--- config.mk ---
export PLATFORM = sky130hd
export DESIGN_NAME = wstrb_guard
export DESIGN_NICKNAME = d
export VERILOG_FILES = /design/src/rtl/wsg_pkg.sv /design/src/rtl/wsg_beat_addr.sv /design/src/rtl/wsg_lane_check.sv /design/src/rtl/wsg_ctrl.sv /design/src/rtl/wstrb_guard.sv
export SDC_FILE = /design/constraint.sdc
export NUM_CORES = 1
export LEC_CHECK = 0
export BUFFER_PORTS_ARGS = -buffer_cell sky130_fd_sc_hd__buf_2
export CORE_MARGIN = 2
export CORE_UTILIZATION = 29
export CTS_BUF_LIST = sky130_fd_sc_hd__clkbuf_4
export DETAILED_ROUTE_END_ITERATION = 10
export PLACE_DENSITY_LB_ADDON = 0.15
export SETUP_SLACK_MARGIN = 0.4
export SLEW_MARGIN = 20
export SYNTH_ARGS = -nofsm -noshare
export SYNTH_HDL_FRONTEND = slang
export SYNTH_HIERARCHICAL = 1
export SYNTH_SLANG_ARGS = --single-unit
--- constraint.sdc ---
create_clock -name clk -period 6.12 [get_ports clk]
set_input_delay 0.306 -clock clk [delete_from_list [all_inputs] [get_ports clk]]
set_output_delay 0.306 -clock clk [all_outputs]
set_load 0.02 [all_outputs]
--- src/rtl/wsg_pkg.sv ---
package wsg_pkg;

  typedef enum logic [1:0] {
    ST_IDLE = 2'd0,
    ST_DATA = 2'd1,
    ST_RESP = 2'd2
  } wsg_state_e;

  localparam logic [1:0] RESP_OKAY   = 2'b00;
  localparam logic [1:0] RESP_SLVERR = 2'b10;

  typedef struct packed {
    logic bad;
    logic empty;
  } wsg_verdict_t;

endpackage

--- src/rtl/wsg_beat_addr.sv ---
// Tracks the byte address of the current beat of an incrementing burst.
module wsg_beat_addr #(
  parameter int ADDR_W = 32
) (
  input  logic              clk,
  input  logic              rst_n,
  input  logic              load,
  input  logic [ADDR_W-1:0] load_addr,
  input  logic [2:0]        load_size,
  input  logic              advance,
  output logic [ADDR_W-1:0] beat_addr,
  output logic [2:0]        beat_size,
  output logic              first_beat
);

  logic [ADDR_W-1:0] step;
  logic [ADDR_W-1:0] low_mask;

  assign step     = ADDR_W'(1) << beat_size;
  assign low_mask = step - ADDR_W'(1);

  always_ff @(posedge clk) begin
    if (!rst_n) begin
      beat_addr  <= '0;
      beat_size  <= '0;
      first_beat <= 1'b0;
    end else if (load) begin
      beat_addr  <= load_addr;
      beat_size  <= load_size;
      first_beat <= 1'b1;
    end else if (advance) begin
      // next beat starts at the aligned address one transfer further on
      beat_addr  <= (beat_addr & ~low_mask) + step;
      first_beat <= 1'b0;
    end
  end

endmodule

--- src/rtl/wsg_lane_check.sv ---
// Combinational lane window check and lowest-enable encoder.
module wsg_lane_check
  import wsg_pkg::*;
#(
  parameter int STRB_W = 4,
  parameter int OFF_W  = 2
) (
  input  logic [OFF_W-1:0]  lane_off,
  input  logic [2:0]        size,
  input  logic              first_beat,
  input  logic [STRB_W-1:0] strb,
  output wsg_verdict_t      verdict,
  output logic [OFF_W-1:0]  low_lane
);

  logic              oversize;
  logic [OFF_W:0]    nbytes;
  logic [OFF_W:0]    win_base;
  logic [OFF_W:0]    win_top;
  logic [OFF_W:0]    lo_lane;
  logic [STRB_W-1:0] legal;

  assign oversize = size > 3'(OFF_W);
  assign nbytes   = oversize ? (OFF_W+1)'(STRB_W) : ((OFF_W+1)'(1) << size);
  assign win_base = {1'b0, lane_off} & ~(nbytes - (OFF_W+1)'(1));
  assign win_top  = win_base + nbytes - (OFF_W+1)'(1);
  assign lo_lane  = first_beat ? {1'b0, lane_off} : win_base;

  // every lane compares against both window bounds in parallel
  for (genvar i = 0; i < STRB_W; i++) begin : g_lane
    localparam logic [OFF_W:0] LANE = (OFF_W+1)'(i);
    assign legal[i] = (LANE >= lo_lane) && (LANE <= win_top);
  end

  assign verdict.empty = (strb == '0);
  assign verdict.bad   = (|(strb & ~legal)) || (oversize && first_beat);

  always_comb begin
    low_lane = '0;
    for (int i = STRB_W - 1; i >= 0; i--) begin
      if (strb[i]) low_lane = OFF_W'(i);
    end
  end

endmodule

--- src/rtl/wsg_ctrl.sv ---
// Burst sequencing, sticky error and write response.
module wsg_ctrl
  import wsg_pkg::*;
(
  input  logic       clk,
  input  logic       rst_n,
  input  logic       aw_fire,
  input  logic       w_fire,
  input  logic       w_last,
  input  logic       beat_bad,
  input  logic       b_ready,
  output logic       idle,
  output logic       open_burst,
  output logic       err_seen,
  output logic       b_valid,
  output logic [1:0] b_resp
);

  wsg_state_e state;
  logic       err_next;

  assign idle       = (state == ST_IDLE);
  assign open_burst = (state == ST_DATA);
  assign b_valid    = (state == ST_RESP);
  assign err_next   = err_seen | beat_bad;

  always_ff @(posedge clk) begin
    if (!rst_n) begin
      state    <= ST_IDLE;
      err_seen <= 1'b0;
      b_resp   <= RESP_OKAY;
    end else begin
      unique case (state)
        ST_IDLE: begin
          if (aw_fire) begin
            state    <= ST_DATA;
            err_seen <= 1'b0;
          end
        end
        ST_DATA: begin
          if (w_fire) begin
            err_seen <= err_next;
            if (w_last) begin
              state  <= ST_RESP;
              b_resp <= err_next ? RESP_SLVERR : RESP_OKAY;
            end
          end
        end
        ST_RESP: begin
          if (b_ready) state <= ST_IDLE;
        end
        default: state <= ST_IDLE;
      endcase
    end
  end

endmodule

--- src/rtl/wstrb_guard.sv ---
module wstrb_guard
  import wsg_pkg::*;
#(
  parameter int ADDR_W = 32,
  parameter int DATA_W = 32
) (
  input  logic                clk,
  input  logic                rst_n,
  input  logic                s_awvalid,
  output logic                s_awready,
  input  logic [ADDR_W-1:0]   s_awaddr,
  input  logic [2:0]          s_awsize,
  input  logic                s_wvalid,
  output logic                s_wready,
  input  logic [DATA_W-1:0]   s_wdata,
  input  logic [DATA_W/8-1:0] s_wstrb,
  input  logic                s_wlast,
  output logic                s_bvalid,
  input  logic                s_bready,
  output logic [1:0]          s_bresp,
  output logic                mem_we,
  output logic [ADDR_W-1:0]   mem_addr,
  output logic [DATA_W/8-1:0] mem_be,
  output logic [DATA_W-1:0]   mem_wdata,
  output logic                viol_pulse,
  output logic [ADDR_W-1:0]   viol_addr
);

  localparam int STRB_W = DATA_W / 8;
  localparam int OFF_W  = $clog2(STRB_W);

  logic              aw_fire;
  logic              w_fire;
  logic              idle;
  logic              open_burst;
  logic              err_seen;
  logic [ADDR_W-1:0] beat_addr;
  logic [2:0]        beat_size;
  logic              first_beat;
  wsg_verdict_t      verdict;
  logic [OFF_W-1:0]  low_lane;
  logic              do_write;
  logic              new_viol;

  assign s_awready = idle;
  assign s_wready  = open_burst;
  assign aw_fire   = s_awvalid && idle;
  assign w_fire    = s_wvalid && open_burst;

  wsg_beat_addr #(.ADDR_W(ADDR_W)) u_addr (
    .clk        (clk),
    .rst_n      (rst_n),
    .load       (aw_fire),
    .load_addr  (s_awaddr),
    .load_size  (s_awsize),
    .advance    (w_fire),
    .beat_addr  (beat_addr),
    .beat_size  (beat_size),
    .first_beat (first_beat)
  );

  wsg_lane_check #(.STRB_W(STRB_W), .OFF_W(OFF_W)) u_check (
    .lane_off   (beat_addr[OFF_W-1:0]),
    .size       (beat_size),
    .first_beat (first_beat),
    .strb       (s_wstrb),
    .verdict    (verdict),
    .low_lane   (low_lane)
  );

  wsg_ctrl u_ctrl (
    .clk        (clk),
    .rst_n      (rst_n),
    .aw_fire    (aw_fire),
    .w_fire     (w_fire),
    .w_last     (s_wlast),
    .beat_bad   (verdict.bad),
    .b_ready    (s_bready),
    .idle       (idle),
    .open_burst (open_burst),
    .err_seen   (err_seen),
    .b_valid    (s_bvalid),
    .b_resp     (s_bresp)
  );

  assign do_write = w_fire && !verdict.bad && !err_seen && !verdict.empty;
  assign new_viol = w_fire && verdict.bad && !err_seen;

  // registered storage port and monitor pulse
  always_ff @(posedge clk) begin
    if (!rst_n) begin
      mem_we     <= 1'b0;
      mem_addr   <= '0;
      mem_be     <= '0;
      mem_wdata  <= '0;
      viol_pulse <= 1'b0;
      viol_addr  <= '0;
    end else begin
      mem_we     <= do_write;
      viol_pulse <= new_viol;
      if (do_write) begin
        mem_addr  <= {beat_addr[ADDR_W-1:OFF_W], low_lane};
        mem_be    <= s_wstrb;
        mem_wdata <= s_wdata;
      end
      if (new_viol) viol_addr <= beat_addr;
    end
  end

endmodule

Word-level counts from Yosys, hierarchy flattened
Cells that the tools add are included.

cells by class
  mux-type cells = 19
  equality and inequality tests = 6
  $lt $le $gt $ge = 9
  shift operators = 2
  $add $sub $neg = 5
  bitwise logic cells = 7
  reduce and logical (&&, ||, !) cells = 24

operators with widths
  cell                                                                                count
  32-bit 2-to-1 mux                                                                   2
  32-bit adder                                                                        1
  32-bit bitwise AND                                                                  1
  32-bit NOT                                                                          1
  1-bit by 3-bit left shift with 32-bit output, first input constant                  1
  32-bit by 1-bit subtractor with 32-bit output, second input constant                1
  2-bit 2-to-1 mux                                                                    9
  1-bit logical AND                                                                   12
  1-bit by 3-bit greater-or-equal comparator with 1-bit output, first input constant  2
  2-bit by 3-bit greater-or-equal comparator with 1-bit output, first input constant  2
  1-bit by 3-bit <= comparator with 1-bit output, first input constant                2
  2-bit by 3-bit <= comparator with 1-bit output, first input constant                2
  3-bit 2-to-1 mux                                                                    2
  2-bit inequality test, second input constant                                        3
  2-bit case mux with 3 select lines                                                  1
  3-bit AND reduction                                                                 2
  3-bit by 1-bit subtractor with 3-bit output, second input constant                  2
  4-bit bitwise AND                                                                   1
  4-bit logical NOT                                                                   1
  1-bit 2-to-1 mux                                                                    4
  4-bit NOT                                                                           1
  4-bit AND reduction                                                                 1
  2-bit nonzero test                                                                  2
  4-bit OR reduction                                                                  1
  13 further kinds                                                                    15

word-level totals
  bits of input ports = 77
  output and inout port bits = 107
  word-level logic and storage cells = 84
  register bits = 143

Longest topological paths before layout
Gate-level depths: netlist of run 1.

  depth in word-level cells = 17
  depth in mapped cells = 14
  mapped depth without buffers = 11

Cells and area by module
Netlist of run 1, hierarchy kept.

by module, submodules not included
  module          area each (um2)  cells an instance  instances  seq. area each (um2)
  wstrb_guard     3806.2           413                1          2042.0
  wsg_beat_addr   2587.5           339                1          720.7
  wsg_ctrl        197.7            22                 1          80.1
  wsg_lane_check  193.9            30                 1          0.0

Worst setup path after synthesis of run 1
OpenSTA, ideal clock, no wires.

  kind = register -> register
  from = register u_addr.beat_size[0]
  to = register u_addr.beat_addr[21]
  stages on the path, launching flop included = 14
  setup slack = 2990 ps
  buffers on the path = 3
  arrival = 3056 ps
  cells stage by stage = dfxtp_1 > buf_6 > clkbuf_1 > or3_1 > ha_1 > buf_2 > and2b_1 > o2111ai_1 > a21oi_2 > o211a_1 > o21ai_2 > a21o_4 > or4_1 > a31oi_1

on the way
  longest elaborated chain between the ends = 7

RTL lines
  what                                            RTL line             text
  start: declaration                              wsg_beat_addr.sv:12  output logic [2:0] beat_size,
  start signal: assignment                        wsg_beat_addr.sv:29  beat_size <= load_size;
  1-bit by 3-bit left shift with 32-bit output *  wsg_beat_addr.sv:19  assign step = ADDR_W'(1) << beat_size;
  32-bit by 1-bit subtractor with 32-bit output   wsg_beat_addr.sv:20  assign low_mask = step - ADDR_W'(1);
  32-bit NOT                                      wsg_beat_addr.sv:33  beat_addr <= (beat_addr & ~low_mask) + step;
  32-bit bitwise AND                              wsg_beat_addr.sv:33
  32-bit adder *                                  wsg_beat_addr.sv:33
  32-bit 2-to-1 mux *                             wsg_beat_addr.sv:31  end else if (advance) begin
  32-bit 2-to-1 mux *                             wsg_beat_addr.sv:27  end else if (load) begin
  end signal: assignment                          wsg_beat_addr.sv:28  beat_addr <= load_addr;
  end signal: assignment                          wsg_beat_addr.sv:33
  end: declaration                                wsg_beat_addr.sv:11  output logic [ADDR_W-1:0] beat_addr,

Every way passes the cells marked *; elsewhere a longest branch is shown, timed or not. The select of a mux whose other input is x is not followed.
A chain may end at the register's enable or synchronous reset.

==> results of run 1 <==
cells in the final DEF (no fill, tap or decap), types with 12 or more instances in the layout:
cell type,count
and3_1,23
mux2i_1,78
o22ai_1,12
clkbuf_4,17
nand3_1,48
a21oi_1,30
inv_1,13
nand2_1,174
o21ai_0,54
dlygate4sd3_1,64
buf_2,181
nor2_1,32
dfxtp_1,142
per-layer routing:
metal / part of all wire, % / track usage, % / vias to the layer above
met4: 0.79 / 3.976 / 0
met3: 5.3 / 3.662 / 11
met5: 0 / 0 / -
met2: 44 / 26.11 / 196
met1: 50 / 23.35 / 2886
li1: - / - / 3257
how the worst max path moves through the flow:
stage / end / slack (ns) / cells after the start
finish: mem_wdata[5]$_SDFFE_PN0P_ / 2.52 / 10
global route: mem_wdata[0]$_SDFFE_PN0P_ / 2.31 / 10
CTS: mem_wdata[5]$_SDFFE_PN0P_ / 2.54 / 10
detailed placement: mem_wdata[5]$_SDFFE_PN0P_ / 2.60 / 10
global placement: mem_wdata[1]$_SDFFE_PN0P_ / 2.65 / 10
floorplan: u_addr/beat_addr[21]$_SDFFE_PN0P_ / 2.99 / 13
flip-flops by register name, summed over array words and instances, names as in the netlist:
signal	count
mem_addr	32
mem_wdata	32
u_addr/beat_addr	32
viol_addr	32
mem_be	4
u_addr/beat_size	3
u_ctrl/state	2
mem_we	1
u_addr/first_beat	1
u_ctrl/b_resp	1
u_ctrl/err_seen	1
viol_pulse	1
worst reg2reg max path, stage by stage (launching register included):
cell,delay [ns]
dfxtp_1,0.88
nor2b_1,0.25
o21ai_0,0.12
ha_1,0.37
nor2_1,0.06
a22oi_1,0.19
a31o_1,0.13
o2111ai_2,0.18
nor4b_4,0.33
buf_4,0.67
mux2i_1,0.33
cells by family (layout without fill, tap and decap cells):
logic type,count (synthesis),count (layout)
AND/OR/NAND/NOR,332,332
AO/OA/AOI/OAI,157,157
flip-flops,142,142
multiplexers,79,79
buffers and inverters,71,299
XOR/XNOR,16,16
adder cells (fa/ha/maj),6,6
other,1,2
where the power goes:
group	internal [mW]	total, mW	leakage, nW	switching, mW
clock network	0.174	0.568	0.136	0.394
registers	0.964	1.02	1.15	0.0513
logic	0.148	0.347	2.35	0.198
total	1.29	1.93	3.64	0.644
per-stage QoR:
stage                     std cells  power (mW)  hold WS (ns)  setup WS (ns)  instance area (µm²)
after floorplan                 804       1.250        0.4092          2.990                 6785
after global placement         1249       1.355        0.4388          2.649                 7844
after detailed placement       1249       1.352        0.4436          2.597                 7844
after CTS                      1345       1.959      0.006081          2.537                 8742
after global routing           1346       2.039       0.01400          2.305                 8745
final                          1346       1.930       0.07498          2.523                 8745
cell type report:
class                      instances  area (µm²)
fill                            2407       14030
multi-input combinational        591        3587
sequential                       142        2843
timing repair buffer             253        1610
tap                              313       391.6
clock inverter                    15       130.1
clock buffer                      17       127.6
inverter                          14       52.55
antenna                            1       2.502
timing repair:
item | in CTS | in global routing
endpoints found under the hold margin | 64 | 0
resized for setup | 0 | 0
hold buffers | 64 | 0
==> metrics.yaml, run 1 <==
run_status:
  status: "completed"
drt:
  route.vias.total: 6350
  wire_per_inst_um: 15.44
  wl_um: 20780
  drc: 0
  drtPass1Iterations: 5
  drt.antenna.violating_nets: 0
  avgViaCountPerCell: 4.718
  drt_iter0_markers: 479
global_routing:
  grt_pass1_wl_um: 32400
  grt_pass1_vias: 5965
  grt_overflow: 0
  antenna_found_initial: 1
  grtUsageTotal_pct: 16.68
  grt_max_degree: 121
clock_network:
  clockBufferDepth: 2
  worstSkewPairLatency_ns: 0.55
  cts.htree.levels: 4
  cts_tree: "built"
  cts_sinks: 142
  post_cts_buffers: 0
  path_clk_slew_ns: 0.14
  cts_root_buf: "clkbuf_4"
  cts_made_buffers: 17
yosys:
  netlist_area_um2: 6785
  synth_cell_types: 68
  synth-simple-area-share_pct: 23.18
  seq_area_frac_synth_pct: 41.90
  synth.area.top_cells: "dfxtp_1, mux2i_1, nand2_1, o21ai_0, nand3_1"
  synth_area_leader_cell: "dfxtp_1"
  synth_top_family_by_area: "simple AND/OR/NAND/NOR gates"
  synth-xor-area-share_pct: 2.065
  syn_inst: 804
  synth_edf_count: 0
  synth.most_common_cell: "nand2_1"
  synth_compound_area_share_pct: 14.79
  syn_nets: 887
  ys_ff_latch: 142
  yosysWarnings: 6
  yosys-top-cells-count: "nand2_1, dfxtp_1, mux2i_1"
  synthArstFlopShare_pct: 0
  yosys.area.top_type_share_pct: 41.90
  synthMuxAreaShare_pct: 11.67
  synth-main-ff-cell: "dfxtp_1"
  synthAdderAreaFrac_pct: 1.106
  synth.avg_cell_area_um2: 8.439
finish:
  final_nets: 1102
  fin_util_pct: 38.39
  area_growth_pct: 28.88
  drive_gt1_share_pct: 22.67
die:
  ios: 184
  num_rows: 55
  die_h_um: 157.0
  die_x_um: 157.0
  die-area_um2: 24640
  initial_core_util_pct: 29.79
  core_area_um2: 22780
worst_setup_path:
  rrSetupSlack_ns: 2.52
  startpoint: "u_addr/beat_size[0]$_SDFFE_PN0P_"
  required_ns: 6.58
  r2r_end: "mem_wdata[5]$_SDFFE_PN0P_"
  worstSetupPathType: "reg2reg"
  path_buf_inv: 1
  endpoint_kind: "flop"
  startpoint_type: "flop"
  crit_fanout: 47
  slowest_delay_ns: 0.88
  r2r_start: "u_addr/beat_size[0]$_SDFFE_PN0P_"
  crit_family: "flip-flops"
  slowest_stage: "dfxtp_1"
  rr_worst_depth: 10
  path_cells: "nor2b_1, o21ai_0, ha_1, nor2_1, a22oi_1, a31o_1, o2111ai_2, nor4b_4, buf_4, mux2i_1"
  crit_arrival_ns: 4.06
timing:
  worstMarginPinSlew_ns: 1.007
  max_freq_mhz: 278.0
  max_slew_margin_pct: 32.77
  setup-violations-final: 0
  hold_violations: 0
  rsz0062_at_grt: "no"
  period_share_pct: 58.78
  fin_crit_ns: 3.597
  slew_viol_final: 0
  fin_setup_tns_ns: 0
  fin_skew_ns: 0.03389
hold_path:
  hold_path.class: "in2reg"
  holdCritStartpoint: "s_awaddr[0]"
  holdPathStages: 3
  holdPathEnd: "u_addr/beat_addr[0]$_SDFFE_PN0P_"
placed_design:
  hpwl_um: 14240
  place.gp.congestion: 0.8140
  port_buffers: 182
flow_run:
  maxCapViolations: 0
power_and_ir_drop:
  p_leak_nw: 3.641
  p_per_area_nw_per_um2: 220.7
  max-vdd-ir-drop_mv: 0.08670
Power figures use the tool's default switching activity.
==> inputs of run 2 (changes only) <==
Clock period 6.12 ns to 3.49 ns, I/O delays scaled along.
==> run 2 against run 1 <==
First-iteration DRC count did not move; largest cell class unchanged; wire length rose by 5.8%; worst setup slack got worse by 2.0 ns; critical path type unchanged; register-to-register slack got worse by 2.0 ns; count of clock-buffer cells in the layout did not move; global-route usage rose by 0.48 points; non-clock buffer count rose by 28.
==> metrics.yaml, run 2 (synthesis gave the netlist of run 1 again) <==
clock_network:
  cts_tree: "built"
  cts_sinks: 142
  cts_root_buf: "clkbuf_4"
  clockBufferDepth: 2
  path_clk_slew_ns: 0.14
  cts.htree.levels: 4
  cts_made_buffers: 17
  worstSkewPairLatency_ns: 0.56
hold_path:
  holdPathEnd: "u_addr/beat_addr[22]$_SDFFE_PN0P_"
  holdPathStages: 5
  hold_path.class: "in2reg"
  holdCritStartpoint: "s_awvalid"
worst_setup_path:
  rrSetupSlack_ns: 0.51
  r2r_start: "u_addr/beat_size[2]$_SDFFE_PN0P_"
  startpoint_type: "flop"
  worstSetupPathType: "reg2reg"
  endpoint_kind: "flop"
  rr_worst_depth: 10
  crit_fanout: 10
  crit_arrival_ns: 3.47
  r2r_end: "u_addr/beat_addr[25]$_SDFFE_PN0P_"
  required_ns: 3.98
drt:
  avgViaCountPerCell: 4.768
  wl_um: 21990
  route.vias.total: 6551
  wire_per_inst_um: 16.01
  drt.antenna.violating_nets: 0
  drc: 0
  drt_iter0_markers: 479
  drtPass1Iterations: 5
die:
  num_rows: 55
  core_area_um2: 22780
  ios: 184
  die_h_um: 157.0
  initial_core_util_pct: 29.79
  die_x_um: 157.0
  die-area_um2: 24640
timing:
  period_share_pct: 85.35
  max_slew_margin_pct: 38.99
  fin_setup_tns_ns: 0
  slew_viol_final: 0
  fin_crit_ns: 2.979
  max_freq_mhz: 335.7
  worstMarginPinSlew_ns: 0.9152
  fin_skew_ns: 0.02101
  setup-violations-final: 0
  hold_violations: 0
  rsz0062_at_grt: "no"
finish:
  final_cell_mix: "buf_2, nand2_1, dfxtp_1, mux2i_1, dlygate4sd3_1"
  area_growth_pct: 33.62
  final_common_cell: "buf_2"
  drive_gt1_share_pct: 24.62
  final_nets: 1130
  num-fill-cells: 2368
placed_design:
  hpwl_um: 14960
  port_buffers: 182
  place.gp.congestion: 0.8163
global_routing:
  grt_max_degree: 96
  grt_pass1_wl_um: 32800
  grt_pass1_vias: 5999
  antenna_found_initial: 1
  grt_overflow: 0
  grtUsageTotal_pct: 17.16
power_and_ir_drop:
  p_per_area_nw_per_um2: 380.0
  power_mw: 3.446
  max-vdd-ir-drop_mv: 0.1336
  p_leak_nw: 3.807
run_status:
  status: "completed"
flow_run:
  maxCapViolations: 0
## run 2: power by group
group | internal (mW) | switching [mW]
Combinational | 0.295 | 0.378
Clock | 0.308 | 0.696
Sequential | 1.69 | 0.0786
Total | 2.29 | 1.15
## run 2: repair_timing
item                                    4_1_cts  5_1_grt
gates cloned                                  0        2
hold endpoints to repair                     76        0
setup buffers                                 0        7
endpoints found under the setup margin       63      121
gates resized for setup                       3       13
pin swaps                                     0        4
hold buffers                                 74        0
## run 2: how the worst max path moves through the flow
stage	from	end	cells after the start
final	u_addr/beat_size[2]$_SDFFE_PN0P_	u_addr/beat_addr[25]$_SDFFE_PN0P_	10
after global placement	u_addr/beat_size[0]$_SDFFE_PN0P_	mem_addr[18]$_SDFFE_PN0P_	11
after detailed placement	u_addr/beat_size[0]$_SDFFE_PN0P_	viol_addr[21]$_SDFFE_PN0P_	11
after global routing	u_addr/beat_size[0]$_SDFFE_PN0P_	viol_addr[16]$_SDFFE_PN0P_	12
after CTS	u_addr/beat_size[2]$_SDFFE_PN0P_	u_addr/beat_addr[29]$_SDFFE_PN0P_	12
after floorplan	u_addr/beat_size[0]$_SDFFE_PN0P_	u_addr/beat_addr[27]$_SDFFE_PN0P_	13
## run 2: through the flow
stage | hold WS (ns) | util (%) | area (µm²) | cells | setup WS, ns
floorplan | 0.2777 | - | 6815 | 804 | 0.4047
global placement | 0.3902 | 34.85 | 7938 | 1258 | 0.3978
detailed placement | 0.3826 | 34.85 | 7938 | 1258 | 0.3852
CTS | 0.1971 | 39.28 | 8947 | 1364 | 0.4088
global route | 0.2084 | 39.80 | 9066 | 1374 | 0.3975
finish | 0.2380 | 39.80 | 9066 | 1374 | 0.5113
## run 2: area by class of cell
cell class                      count  area [µm²]  area share [%]
Clock inverter                     15       132.6           1.463
Tap cell                          313       391.6           4.320
Antenna cell                        1       2.502         0.02760
Multi-Input combinational cell    591        3607           39.79
Timing Repair Buffer              281        1899           20.95
Inverter                           14       52.55          0.5796
Sequential cell                   142        2853           31.47
Clock buffer                       17       127.6           1.408
## run 2: routing by layer
metal	up-vias	part of all wire, %	global-route usage, %
met1	3034	49	23.41
met3	11	4.8	3.992
met5	-	0	0
met4	0	0.60	4.500
li1	3325	-	-
met2	181	46	27.26
## run 2: worst max-delay path, stage by stage, from the launching register on
cell       delay [ns]
dfxtp_4          0.40
or3_4            0.40
ha_2             0.24
and2b_1          0.26
o2111ai_2        0.17
a21oi_2          0.22
o211a_1          0.21
o21ai_2          0.08
a21o_4           0.25
or4_1            0.50
a31oi_1          0.18
==> inputs of run 3 (changes only) <==
Settings changed: CTS_BUF_LIST sky130_fd_sc_hd__clkbuf_4 to unset, PLACE_DENSITY set to 0.57, PLACE_DENSITY_LB_ADDON 0.15 to unset.
==> run 3 against run 2 <==
Combinational power down 5.1%; non-clock buffer count down 32; worst setup slack better by 0.036 ns; clock power up 77%; count of clock-buffer cells in the layout up 3; power up 21%; first-iteration DRC count up 37%; global-route usage down 0.59 points; register-to-register slack better by 0.04 ns; maximum frequency up 1.2%; clock skew down 0.011 ns; sequential power about the same; largest cell class unchanged.
==> metrics.yaml, run 3 (synthesis gave the netlist of run 1 again) <==
worst_setup_path:
  required_ns: 3.84
  crit_fanout: 12
  slowest_stage: "or4_1"
  endpoint: "u_addr/beat_addr[25]$_SDFFE_PN0P_"
  startpoint_type: "flop"
  slowest_delay_ns: 0.51
  path_cells: "or3_4, ha_2, mux2_2, o2111ai_2, a21oi_2, o211a_1, o21ai_2, a21o_4, or4_1, a31oi_1"
  startpoint: "u_addr/beat_size[2]$_SDFFE_PN0P_"
  rrSetupSlack_ns: 0.55
  endpoint_kind: "flop"
  worstSetupPathType: "reg2reg"
  rr_worst_depth: 10
  r2r_start: "u_addr/beat_size[2]$_SDFFE_PN0P_"
  r2r_end: "u_addr/beat_addr[25]$_SDFFE_PN0P_"
  crit_arrival_ns: 3.30
drt:
  drtPass1Iterations: 5
  wire_per_inst_um: 15.72
  drc: 0
  wl_met2_um: 9456
  route.vias.total: 6446
  drt.antenna.violating_nets: 0
  drt_iter0_markers: 654
  highest_layer: "met4"
  wl_um: 21050
  avgViaCountPerCell: 4.814
  met3RoutedLength_um: 1352
  wl_met1_um: 9936
clock_network:
  cts.htree.levels: 4
  cts_sinks: 142
  cts_made_buffers: 17
  worstSkewPairLatency_ns: 0.43
  clockBufferDepth: 2
  cts_tree: "built"
  cts_root_buf: "clkbuf_16"
  path_clk_slew_ns: 0.06
timing:
  slew_viol_final: 0
  fin_setup_tns_ns: 0
  hold_slack_ns: 0.01599
  fin_skew_ns: 0.009772
  setup-violations-final: 0
  fin_crit_ns: 2.943
  period_share_pct: 84.32
  hold_violations: 0
  max_freq_mhz: 339.8
  worstMarginPinSlew_ns: 1.028
  max_slew_margin_pct: 31.47
  rsz0062_at_grt: "no"
power_and_ir_drop:
  max-vdd-ir-drop_mv: 0.2903
  p_per_area_nw_per_um2: 462.3
  p_leak_nw: 3.807
finish:
  final_common_cell: "buf_2"
  area_growth_pct: 33.25
  n_antenna_cell: 0
  final_nets: 1098
  final_cell_mix: "buf_2, nand2_1, dfxtp_1, mux2i_1, o21ai_0"
  drive_gt1_share_pct: 25.15
  fin_cells: 1339
hold_path:
  hold_path.class: "in2reg"
placed_design:
  hpwl_um: 14790
  port_buffers: 182
  place_inst: 1264
  place.gp.congestion: 0.8448
die:
  die-area_um2: 24640
  die_x_um: 157.0
  initial_core_util_pct: 29.79
  core_area_um2: 22780
  die_h_um: 157.0
  num_rows: 55
  ios: 184
global_routing:
  grt_overflow: 0
  grt_pass1_wl_um: 31950
  antenna_found_initial: 0
  grt_max_degree: 104
  grtUsageTotal_pct: 16.57
  grt_pass1_vias: 5845
flow_run:
  maxCapViolations: 0
run_status:
  status: "completed"
[run 3: cell count changes in the layout (fill, tap and decap cells not counted), moves of 3 or more]
cell and change:
dlygate4sd3_1 -33, buf_12 +4, clkinv_2 +3, clkbuf_16 +15
clkinv_4 -3, clkbuf_4 -17, inv_8 -5
[run 3: worst min path at each step]
stage / start / cells past startpoint / end
after detailed placement: s_awaddr[8] / 3 / u_addr/beat_addr[8]$_SDFFE_PN0P_
after floorplan: s_awaddr[8] / 2 / u_addr/beat_addr[8]$_SDFFE_PN0P_
after global routing: s_wdata[28] / 3 / mem_wdata[28]$_SDFFE_PN0P_
after CTS: s_awaddr[29] / 2 / u_addr/beat_addr[29]$_SDFFE_PN0P_
final: s_awaddr[6] / 3 / u_addr/beat_addr[6]$_SDFFE_PN0P_
after global placement: s_awaddr[8] / 3 / u_addr/beat_addr[8]$_SDFFE_PN0P_
[run 3: area by class of cell]
cell class                 instances  area [µm²]
clock buffer                      20       446.7
clock inverter                    10       115.1
fill                            2304       13740
inverter                          14       52.55
multi-input combinational        591        3607
sequential                       142        2851
tap                              313       391.6
timing repair buffer             249        1577
[run 3: worst max-delay path: cells and delay by family (launching register included)]
family | cells | cell delay (ns)
AOI/OAI and AO/OA | 6 | 1.04
DFF | 1 | 0.39
and+or+nand+nor | 2 | 0.93
muxes | 1 | 0.16
adders and majority gates | 1 | 0.35
[run 3: routing by layer]
| layer | vias up | global-route usage, % |
|---|---|---|
| li1 | 3240 | - |
| met1 | 2978 | 22.47 |
| met2 | 206 | 25.96 |
| met3 | 22 | 4.213 |
| met4 | 0 | 4.806 |
| met5 | - | 0 |
[run 3: where the power goes]
group / leakage [nW] / internal, mW / total (mW) / switching (mW)
sequential: 1.15 / 1.69 / 1.77 / 0.0829
combinational: 2.37 / 0.274 / 0.639 / 0.364
clock: 0.280 / 1.06 / 1.77 / 0.704
total: 3.81 / 3.03 / 4.18 / 1.15
[run 3: through the flow]
stage	cell area (µm²)	worst slack [ns]	power, mW	utilization (%)
after floorplan	6815	0.4047	2.198	-
after global placement	8020	0.4485	2.402	35.21
after detailed placement	8020	0.3840	2.403	35.21
after CTS	8984	0.4152	4.212	39.44
after global routing	9041	0.3920	4.356	39.69
final	9041	0.5471	4.179	39.69
[run 3: timing repair]
action / CTS / global route
setup endpoints to repair: 10 / 116
cloned: 0 / 0
hold buffers: 40 / 1
setup buffers: 0 / 4
pin swaps: 0 / 3
hold endpoints to repair: 40 / 1
gates resized for setup: 1 / 6
